==> src/rtl/rxs_pkg.sv <==
package rxs_pkg;

   // Action taken by an up/down tally in one cycle.
   typedef enum logic [1:0] {
      TALLY_HOLD = 2'd0,
      TALLY_UP   = 2'd1,
      TALLY_DOWN = 2'd2
   } tally_op_e;

   // Resolve a pair of increment / decrement requests into one action.
   function automatic tally_op_e tally_decode(input logic up, input logic down);
      if (up && !down)      return TALLY_UP;
      else if (down && !up) return TALLY_DOWN;
      else                  return TALLY_HOLD;
   endfunction

endpackage

==> src/rtl/rxs_sat_counter.sv <==
module rxs_sat_counter #(
   parameter int W        = 8,
   parameter bit SATURATE = 1'b1
) (
   input  logic         clk,
   input  logic         rst_n,
   input  logic         clr_hard,
   input  logic         clr_soft,
   input  logic         inc,
   output logic [W-1:0] q
);

   localparam logic [W-1:0] MAXV = {W{1'b1}};
   localparam logic [W-1:0] ONE  = W'(1);

   logic [W-1:0] bumped;

   generate
      if (W < 2) begin : g_bad_width
         $error("rxs_sat_counter: W must be at least 2");
      end
      if (SATURATE) begin : g_sat
         assign bumped = (q == MAXV) ? q : q + ONE;
      end else begin : g_wrap
         assign bumped = q + ONE;
      end
   endgenerate

   // Hard clear beats everything; soft clear keeps a same-cycle increment.
   always_ff @(posedge clk) begin
      if (!rst_n) begin
         q <= '0;
      end else if (clr_hard) begin
         q <= '0;
      end else if (clr_soft) begin
         q <= inc ? ONE : '0;
      end else if (inc) begin
         q <= bumped;
      end
   end

endmodule

==> src/rtl/rxs_frame_tally.sv <==
module rxs_frame_tally
   import rxs_pkg::*;
#(
   parameter int W = 4
) (
   input  logic         clk,
   input  logic         rst_n,
   input  logic         up,
   input  logic         down,
   output logic [W-1:0] q
);

   localparam logic [W-1:0] MAXV = {W{1'b1}};
   localparam logic [W-1:0] ONE  = W'(1);

   generate
      if (W < 1) begin : g_bad_width
         $error("rxs_frame_tally: W must be at least 1");
      end
   endgenerate

   tally_op_e op;

   always_comb begin
      op = tally_decode(up, down);
   end

   always_ff @(posedge clk) begin
      if (!rst_n) begin
         q <= '0;
      end else begin
         unique case (op)
            TALLY_UP:   if (q != MAXV) q <= q + ONE;
            TALLY_DOWN: if (q != '0)   q <= q - ONE;
            default:    q <= q;
         endcase
      end
   end

endmodule

==> src/rtl/rx_stat_counters.sv <==
module rx_stat_counters #(
   parameter int STAT_W  = 8,
   parameter int FRAME_W = 4
) (
   input  logic               clk,
   input  logic               rst_n,
   input  logic               clr_all,
   input  logic               ev_runt,
   input  logic               ev_coll,
   input  logic               ev_good,
   input  logic               ev_missed,
   input  logic               ovfl_active,
   input  logic               ev_wr_last,
   input  logic               ev_rd_last,
   input  logic               miss_rd,
   output logic [STAT_W-1:0]  runt_cnt,
   output logic [STAT_W-1:0]  coll_cnt,
   output logic [STAT_W-1:0]  miss_cnt,
   output logic [FRAME_W-1:0] fifo_frames
);

   localparam int N_SINCE_GOOD = 2;

   // Event qualification at the block edge.
   logic since_good_clr;
   logic miss_counted;
   logic wr_counted;

   assign since_good_clr = clr_all | ev_good;
   assign miss_counted   = ev_missed & ovfl_active;
   assign wr_counted     = ev_wr_last & ~ovfl_active;

   // Counters reset by a good frame: runt (0) and collision (1).
   logic [N_SINCE_GOOD-1:0]  sg_inc;
   logic [STAT_W-1:0]        sg_q [N_SINCE_GOOD];

   assign sg_inc = {ev_coll, ev_runt};

   generate
      for (genvar i = 0; i < N_SINCE_GOOD; i++) begin : g_since_good
         rxs_sat_counter #(.W(STAT_W), .SATURATE(1'b1)) u_cnt (
            .clk      (clk),
            .rst_n    (rst_n),
            .clr_hard (since_good_clr),
            .clr_soft (1'b0),
            .inc      (sg_inc[i]),
            .q        (sg_q[i])
         );
      end
   endgenerate

   assign runt_cnt = sg_q[0];
   assign coll_cnt = sg_q[1];

   rxs_sat_counter #(.W(STAT_W), .SATURATE(1'b1)) u_miss (
      .clk      (clk),
      .rst_n    (rst_n),
      .clr_hard (clr_all),
      .clr_soft (miss_rd),
      .inc      (miss_counted),
      .q        (miss_cnt)
   );

   rxs_frame_tally #(.W(FRAME_W)) u_frames (
      .clk   (clk),
      .rst_n (rst_n),
      .up    (wr_counted),
      .down  (ev_rd_last),
      .q     (fifo_frames)
   );

endmodule

==> config.mk <==
export PLATFORM = sky130hd
export DESIGN_NAME = rx_stat_counters
export DESIGN_NICKNAME = d
export VERILOG_FILES = /design/src/rtl/rxs_pkg.sv /design/src/rtl/rxs_sat_counter.sv /design/src/rtl/rxs_frame_tally.sv /design/src/rtl/rx_stat_counters.sv
export SDC_FILE = /design/constraint.sdc
export NUM_CORES = 1
export LEC_CHECK = 0
export ABC_AREA = 1
export BUFFER_PORTS_ARGS = -buffer_cell sky130_fd_sc_hd__buf_2
export CAP_MARGIN = 30
export CORE_MARGIN = 8
export CORE_UTILIZATION = 45
export DETAILED_ROUTE_END_ITERATION = 6
export PLACE_DENSITY = 0.7
export SYNTH_ARGS = -nofsm -noshare
export SYNTH_HDL_FRONTEND = slang
export SYNTH_HIERARCHICAL = 1
export SYNTH_SLANG_ARGS = --single-unit
==> constraint.sdc <==
create_clock -name clk -period 1.7 [get_ports clk]
set_clock_uncertainty 0.2 [all_clocks]
set_input_delay 0.085 -clock clk [delete_from_list [all_inputs] [get_ports clk]]
set_output_delay 0.085 -clock clk [all_outputs]
set_load 0.01 [all_outputs]
==> results of run 1 <==
==> registers in the layout (all words and copies together) (netlist names) <==
name	flops
u_frames/q	4
u_miss/q	8
g_since_good.u_cnt/q	16
==> final cells by class <==
type | count | area, um2
multi-input combinational | 211 | 1170
fill | 437 | 1870
inverter | 59 | 221
timing repair buffer | 56 | 335
sequential | 28 | 561
clock buffer | 3 | 41.3
tap | 52 | 65.1
==> synthesized netlist by cell type <==
library cell / number / area (um2)
nand3_4: 3 / 52.6
nand2_1: 58 / 218
nand2_2: 14 / 87.6
o21bai_1: 3 / 22.5
ha_1: 7 / 87.6
nand3_2: 1 / 10.0
conb_1: 1 / 3.75
or2_1: 1 / 6.26
xnor2_1: 1 / 8.76
inv_2: 4 / 15.0
nand2_4: 3 / 33.8
a21oi_1: 17 / 85.1
nand3_1: 33 / 165
dfxtp_1: 28 / 561
inv_1: 55 / 206
o21ai_0: 15 / 75.1
nand4_1: 3 / 18.8
nor2_1: 35 / 131
a21boi_2: 3 / 33.8
a21oi_2: 4 / 35.0
nor2_4: 8 / 90.1
==> stage by stage <==
step	util [%]	power [W]	cells
3_3_place_gp	54.2	0.000976	402
2_1_floorplan	-	0.000891	298
5_1_grt	56.1	0.00142	409
3_5_place_dp	54.2	0.000982	402
4_1_cts	56.1	0.00135	409
6_report	56.1	0.00133	409
==> power by group through the flow <==
| stage | clock network [W] | logic (W) | registers, W |
|---|---|---|---|
| after floorplan | 0 | 0.000169 | 0.000723 |
| after global placement | 0 | 0.000259 | 0.000716 |
| final | 0.000357 | 0.000274 | 0.000702 |
| after detailed placement | 0 | 0.000265 | 0.000717 |
| after global routing | 0.000403 | 0.000314 | 0.000706 |
| after CTS | 0.000377 | 0.000272 | 0.000702 |
==> placed cells by master, fill, tap and decap left out <==
cell / count
a21oi_1: 17
o21bai_1: 3
nand3_1: 33
nand4_1: 3
o21ai_0: 15
a21boi_2: 3
nand2_4: 3
nor2_4: 8
buf_2: 38
nor2_1: 35
dfxtp_1: 28
inv_1: 55
a21oi_2: 4
xnor2_1: 1
or2_1: 1
conb_1: 2
nand3_4: 3
inv_2: 4
nand2_1: 58
nand2_2: 14
buf_4: 14
ha_1: 7
nand3_2: 1
clkbuf_8: 3
dlygate4sd3_1: 4
==> cells by family (layout without fill, tap and decap cells) <==
kind of cell | after synthesis | in the layout | share of synthesized area (%)
other | 1 | 2 | 0.193
DFF | 28 | 28 | 28.8
buffers and inverters | 59 | 118 | 11.4
AOI/OAI and AO/OA | 42 | 42 | 12.9
adders and majority gates | 7 | 7 | 4.50
and+or+nand+nor | 159 | 159 | 41.8
xor gates and xnor gates | 1 | 1 | 0.450
==> worst max-delay path, cell delays in order, from the launching register on <==
cell and delay [ns]:
dfxtp_1 0.45, nand2_1 0.07, inv_1 0.12, nor2_4 0.05, ha_1 0.17, a21oi_1 0.14
xnor2_1 0.13, nand2_1 0.08, a21oi_2 0.10
==> final timing paths <==
kind                      start                    endpoint  slack, ns  depth (start not counted)
setup / recovery  u_frames/q[1]               u_frames/q[2]       0.13                          8
hold / removal          ev_runt  g_since_good[0].u_cnt/q[1]      0.005                          4
hold reg to reg     u_miss/q[4]                 u_miss/q[4]       0.30                          2
setup reg to reg  u_frames/q[1]               u_frames/q[2]       0.13                          8
==> metal layers <==
layer / GRT usage, % / wire (um) / up-vias
met5: 0 / 0 / -
met4: 3.16 / 33 / 0
met3: 1.86 / 155 / 2
met2: 23.5 / 2040 / 33
met1: 16.7 / 2120 / 874
li1: - / - / 1047
==> impl_metrics.py, run 1 <==
metrics = {
    "clocking": {
        "cts.sinks": 28,
        "cts_resized": 0,
        "cts_tree": "done",
        "path_clk_slew_ns": 0.10,
        "postCtsSetupBuffers": 0,
        "cts_buffers": 3,
        "clk_latency_ns": 0.27,
        "cts_root_buf": "clkbuf_8",
        "htree_num_levels": 1,
        "cts_hold_buffers": 4,
        "cts_buffer_depth": 2,
    },
    "critical_path": {
        "path_max_fanout": 7,
        "crit_type": "reg -> reg",
        "cp-end-kind": "flop",
        "crit_path_start_kind": "flop",
        "worstPathArrival_ns": 1.58,
        "cp.required_ns": 1.71,
    },
    "timing": {
        "setup_viol": 0,
        "timing.fmax_ghz": 0.636,
        "post-route-min-period_ns": 1.57,
        "finalHoldViolations": 0,
        "holdWs_ns": 0.00452,
        "tns_ns": 0,
        "rsz0062_at_grt": "false",
        "slew_viol_final": 0,
        "fin_crit_sh_pct": 92.5,
        "setup_slack_ns": 0.128,
    },
    "route": {
        "ant_nets": 0,
        "first_iter_violations": 77,
        "wl_per_cell_um": 10.6,
        "route.vias.total": 1956,
        "first_pass_iters": 4,
        "drc": 0,
        "wl_mm": 4.35,
        "via_per_inst": 4.78,
    },
    "floorplanning": {
        "initial_core_util_pct": 45.7,
        "ioPinCount": 39,
        "die_w_um": 81.8,
        "core.rowCount": 24,
        "dieHeight_um": 81.8,
        "dieArea_um2": 6690,
        "fp.coreArea_um2": 4260,
    },
    "power": {
        "p_comb_share_pct": 20.5,
        "netSwitchingFraction_pct": 28.9,
        "powerDensity_nw_per_um2": 557,
        "pwr-share-clk_pct": 26.8,
        "netSwitchingPower_w": 0.000385,
        "p_leak_nw": 1.10,
        "power.internal_w": 0.000947,
        "vdd_drop_max_mv": 0.412,
        "seq_power_share_pct": 52.7,
    },
    "placement": {
        "port_buffers": 38,
        "postPlaceCellArea_um2": 2310,
        "dp_slack_ns": -0.0330,
        "hpwl_mm": 3.50,
        "routabilityCongestion": 0.820,
    },
    "grt": {
        "grt_max_degree": 15,
        "grt_pass1_wl_mm": 7.45,
        "first_global_vias": 1762,
        "antenna_found_initial": 0,
        "overflow": 0,
        "grt_usage_pct": 13.4,
    },
    "layout": {
        "design_area_um2": 2390,
        "layout.nets": 377,
        "syn2layout_area_growth_pct": 22.9,
        "antenna_cells": 0,
        "drive_gt1_share_pct": 26.6,
    },
    "synthesis": {
        "synthesis.area_um2": 1950,
        "yosysSeqAreaShare_pct": 28.8,
        "synth_cells": 297,
        "synth.distinct_cells": 21,
        "syn_avg_cell_area_um2": 6.56,
        "yosysWarnings": 6,
        "yosys_register_bits": 28,
    },
    "flow_run": {
        "maxCapViolCount": 0,
    },
    "status": {
        "status": "finished, final reports clean",
    },
    "hold_path": {
        "min_path_type": "in -> reg",
    },
}
Note: power is estimated with default switching activity, not from simulation.
==> run 2: changes to the inputs <==
--- a/config.mk
+++ b/config.mk
@@ -5,13 +5,12 @@
 export SDC_FILE = /design/constraint.sdc
 export NUM_CORES = 1
 export LEC_CHECK = 0
-export ABC_AREA = 1
 export BUFFER_PORTS_ARGS = -buffer_cell sky130_fd_sc_hd__buf_2
 export CAP_MARGIN = 30
 export CORE_MARGIN = 8
 export CORE_UTILIZATION = 45
 export DETAILED_ROUTE_END_ITERATION = 6
-export PLACE_DENSITY = 0.7
+export PLACE_DENSITY = 0.71
 export SYNTH_ARGS = -nofsm -noshare
 export SYNTH_HDL_FRONTEND = slang
 export SYNTH_HIERARCHICAL = 1
==> run 2 against run 1 <==
Compared with the run above: clock-buffer cell count up 1; fmax down 5.8%; synthesized cell count down 34%; non-clock buffer count down 5; utilization up 3.4 points; register-to-register slack worse by 0.097 ns; cell count down 25%; critical path type unchanged.
==> impl_metrics.py, run 2 <==
metrics = {
    "timing": {
        "worstMarginPinSlew_ns": 0.581,
        "timing.fmax_ghz": 0.599,
        "post-route-min-period_ns": 1.67,
        "rsz0062_at_grt": "true",
        "slew_headroom_pct": 60.9,
        "tns_ns": 0,
        "setup_viol": 0,
        "slew_viol_final": 0,
        "finalHoldViolations": 0,
        "fin_crit_sh_pct": 98.2,
    },
    "grt": {
        "grt_max_degree": 16,
        "antenna_found_initial": 0,
        "overflow": 0,
        "first_global_vias": 1491,
        "grt_usage_pct": 12.5,
        "grt_pass1_wl_mm": 6.64,
    },
    "layout": {
        "regMostFlops": "g_since_good.u_cnt/q",
        "largest_register_ffs": 16,
        "syn2layout_area_growth_pct": 25.9,
        "nFillCells": 358,
        "drive_gt1_share_pct": 27.2,
        "layout_commonest_cell": "buf_2",
        "layout.nets": 276,
        "antenna_cells": 0,
        "design_area_um2": 2210,
        "layout_common_cells": "38 x buf_2, 27 x dfxtp_1, 21 x nand2_1, 18 x nand2b_1, 13 x mux2i_1",
        "top_regs": "g_since_good.u_cnt/q: 16 flops, u_miss/q: 8 flops, u_frames/q: 4 flops",
    },
    "route": {
        "via_per_inst": 5.33,
        "wl_per_cell_um": 12.3,
        "first_iter_violations": 73,
        "first_pass_iters": 4,
        "wl_mm": 3.74,
        "route.vias.total": 1625,
        "ant_nets": 0,
        "drc": 0,
    },
    "power": {
        "p_total_w": 0.00130,
        "netSwitchingFraction_pct": 24.7,
        "p_comb_share_pct": 15.5,
        "powerDensity_nw_per_um2": 589,
        "pwr-share-clk_pct": 31.3,
        "vdd_drop_max_mv": 0.367,
        "power.internal_w": 0.000981,
        "p_leak_nw": 0.957,
        "seq_power_share_pct": 53.1,
        "netSwitchingPower_w": 0.000321,
    },
    "clocking": {
        "postCtsSetupBuffers": 0,
        "path_clk_slew_ns": 0.10,
        "cts_buffers": 3,
        "cts_tree": "done",
        "clk_latency_ns": 0.27,
        "cts_buffer_depth": 2,
        "cts_root_buf": "clkbuf_8",
        "cts.sinks": 28,
        "htree_num_levels": 1,
    },
    "synthesis": {
        "synthesis.area_um2": 1760,
        "synth_top_cell_by_area": "dfxtp_1",
        "syn_avg_cell_area_um2": 9.01,
        "synth-main-ff-cell": "dfxtp_1",
        "yosys-top-cells-area": "dfxtp_1 32%, mux2i_1 7.4%, nand2b_1 6.4%",
        "yosys_register_bits": 28,
        "yosys-top-cells-count": "28 x dfxtp_1, 21 x nand2_1, 18 x nand2b_1, 13 x mux2i_1, 9 x a31oi_1",
        "synthArstFlopShare_pct": 0,
        "yosysWarnings": 6,
        "synth.distinct_cells": 42,
        "yosysSeqAreaShare_pct": 31.9,
        "synth.most_common_cell": "dfxtp_1",
        "synth_edf_count": 0,
        "yosys.area.top_type_share_pct": 31.9,
        "synth_cells": 195,
    },
    "critical_path": {
        "worstPathArrival_ns": 1.68,
        "cp-startpoint": "u_frames/q[1]",
        "crit-reg2reg-launch": "u_frames/q[1]",
        "path_common_cell": "xor2_1",
        "crit_path_start_kind": "flop",
        "cp_num_buf_inv": 0,
        "cp.required_ns": 1.71,
        "slowest_delay_ns": 0.40,
        "crit_type": "reg -> reg",
        "path_max_fanout": 3,
        "crit_slowest_cell": "or4_1",
        "cp-end-kind": "flop",
        "path_delay_family": "simple AND/OR/NAND/NOR gates",
        "cp_cell_sequence": "xor2_1, ha_1, a21oi_2, xor2_1, or4_1, a21oi_1",
    },
    "floorplanning": {
        "die_w_um": 78.5,
        "ioPinCount": 39,
        "core.rowCount": 22,
        "dieArea_um2": 6160,
        "initial_core_util_pct": 47.3,
        "fp.coreArea_um2": 3720,
        "dieHeight_um": 78.5,
    },
    "hold_path": {
        "min_path_type": "in -> reg",
        "min_from": "ev_rd_last",
    },
    "placement": {
        "port_buffers": 38,
        "routabilityCongestion": 0.794,
        "postPlaceCellArea_um2": 2100,
        "hpwl_mm": 2.86,
    },
    "status": {
        "status": "finished, final reports clean",
    },
    "flow_run": {
        "maxCapViolCount": 0,
    },
}
[run 2: worst paths after layout]
path                                      end  slack [ns]  depth (start not counted)
worst min register to register    u_miss/q[1]        0.31                          2
worst min-delay path            u_frames/q[0]        0.12                          4
worst max-delay path            u_frames/q[2]        0.03                          6
worst max register to register  u_frames/q[2]        0.03                          6
[run 2: worst min-delay path: cells and delay by family]
kind	cells	cell delay [ns]
AO/OA/AOI/OAI	1	0.06
AND/OR/NAND/NOR	1	0.11
adder cells (fa/ha/maj)	1	0.17
buffers and inverters	1	0.12
[run 2: kinds of logic after synthesis]
kind of cell	after synthesis	share of synthesized area [%]
simple gates	95	35.9
compound gates	42	16.5
flops	28	31.9
mux	13	7.41
fa+ha+maj	7	4.99
buf+inv	7	2.14
xor+xnor	2	0.997
other cells	1	0.213
[run 2: timing repair]
item | 4_1_cts | 5_1_grt
endpoints found under the setup margin | 1 | 3
hold endpoints to repair | 14 | 0
hold buffers | 5 | 0
gates resized for setup | 1 | 2
[run 2: layer usage]
metal,part of all wire [%],global-route usage [%],wire (um),vias to the layer above
met5,0,0,0,-
met4,0.67,3.89,25,0
met3,4.8,3.64,180,2
met2,46,20.6,1720,30
met1,48,15.2,1810,734
li1,-,-,-,859
[run 2: through the flow]
| step | util (%) | hold slack (ns) | cells | setup slack [ns] |
|---|---|---|---|---|
| after floorplan | - | 0.0326 | 206 | -0.0558 |
| after global placement | 56.5 | 0.218 | 296 | -0.175 |
| after detailed placement | 56.5 | 0.233 | 296 | -0.216 |
| after CTS | 59.3 | 0.104 | 305 | 0.0305 |
| after global routing | 59.5 | 0.131 | 305 | -0.0586 |
| final | 59.5 | 0.119 | 305 | 0.0311 |
[run 2: power by group through the flow]
stage / logic, W / clock network (W) / registers, W
after floorplan: 0.000120 / 0 / 0.000710
after global placement: 0.000188 / 0 / 0.000706
after detailed placement: 0.000190 / 0 / 0.000706
after CTS: 0.000200 / 0.000430 / 0.000693
after global routing: 0.000227 / 0.000459 / 0.000695
final: 0.000202 / 0.000408 / 0.000692
[run 2: final cells by class]
type	instances	area, um2	area share, %
multi-input combinational	171	1220	55.3
sequential	28	562	25.4
tap	48	60.1	2.71
clock buffer	4	55.1	2.49
inverter	3	11.3	0.509
timing repair buffer	51	300	13.6
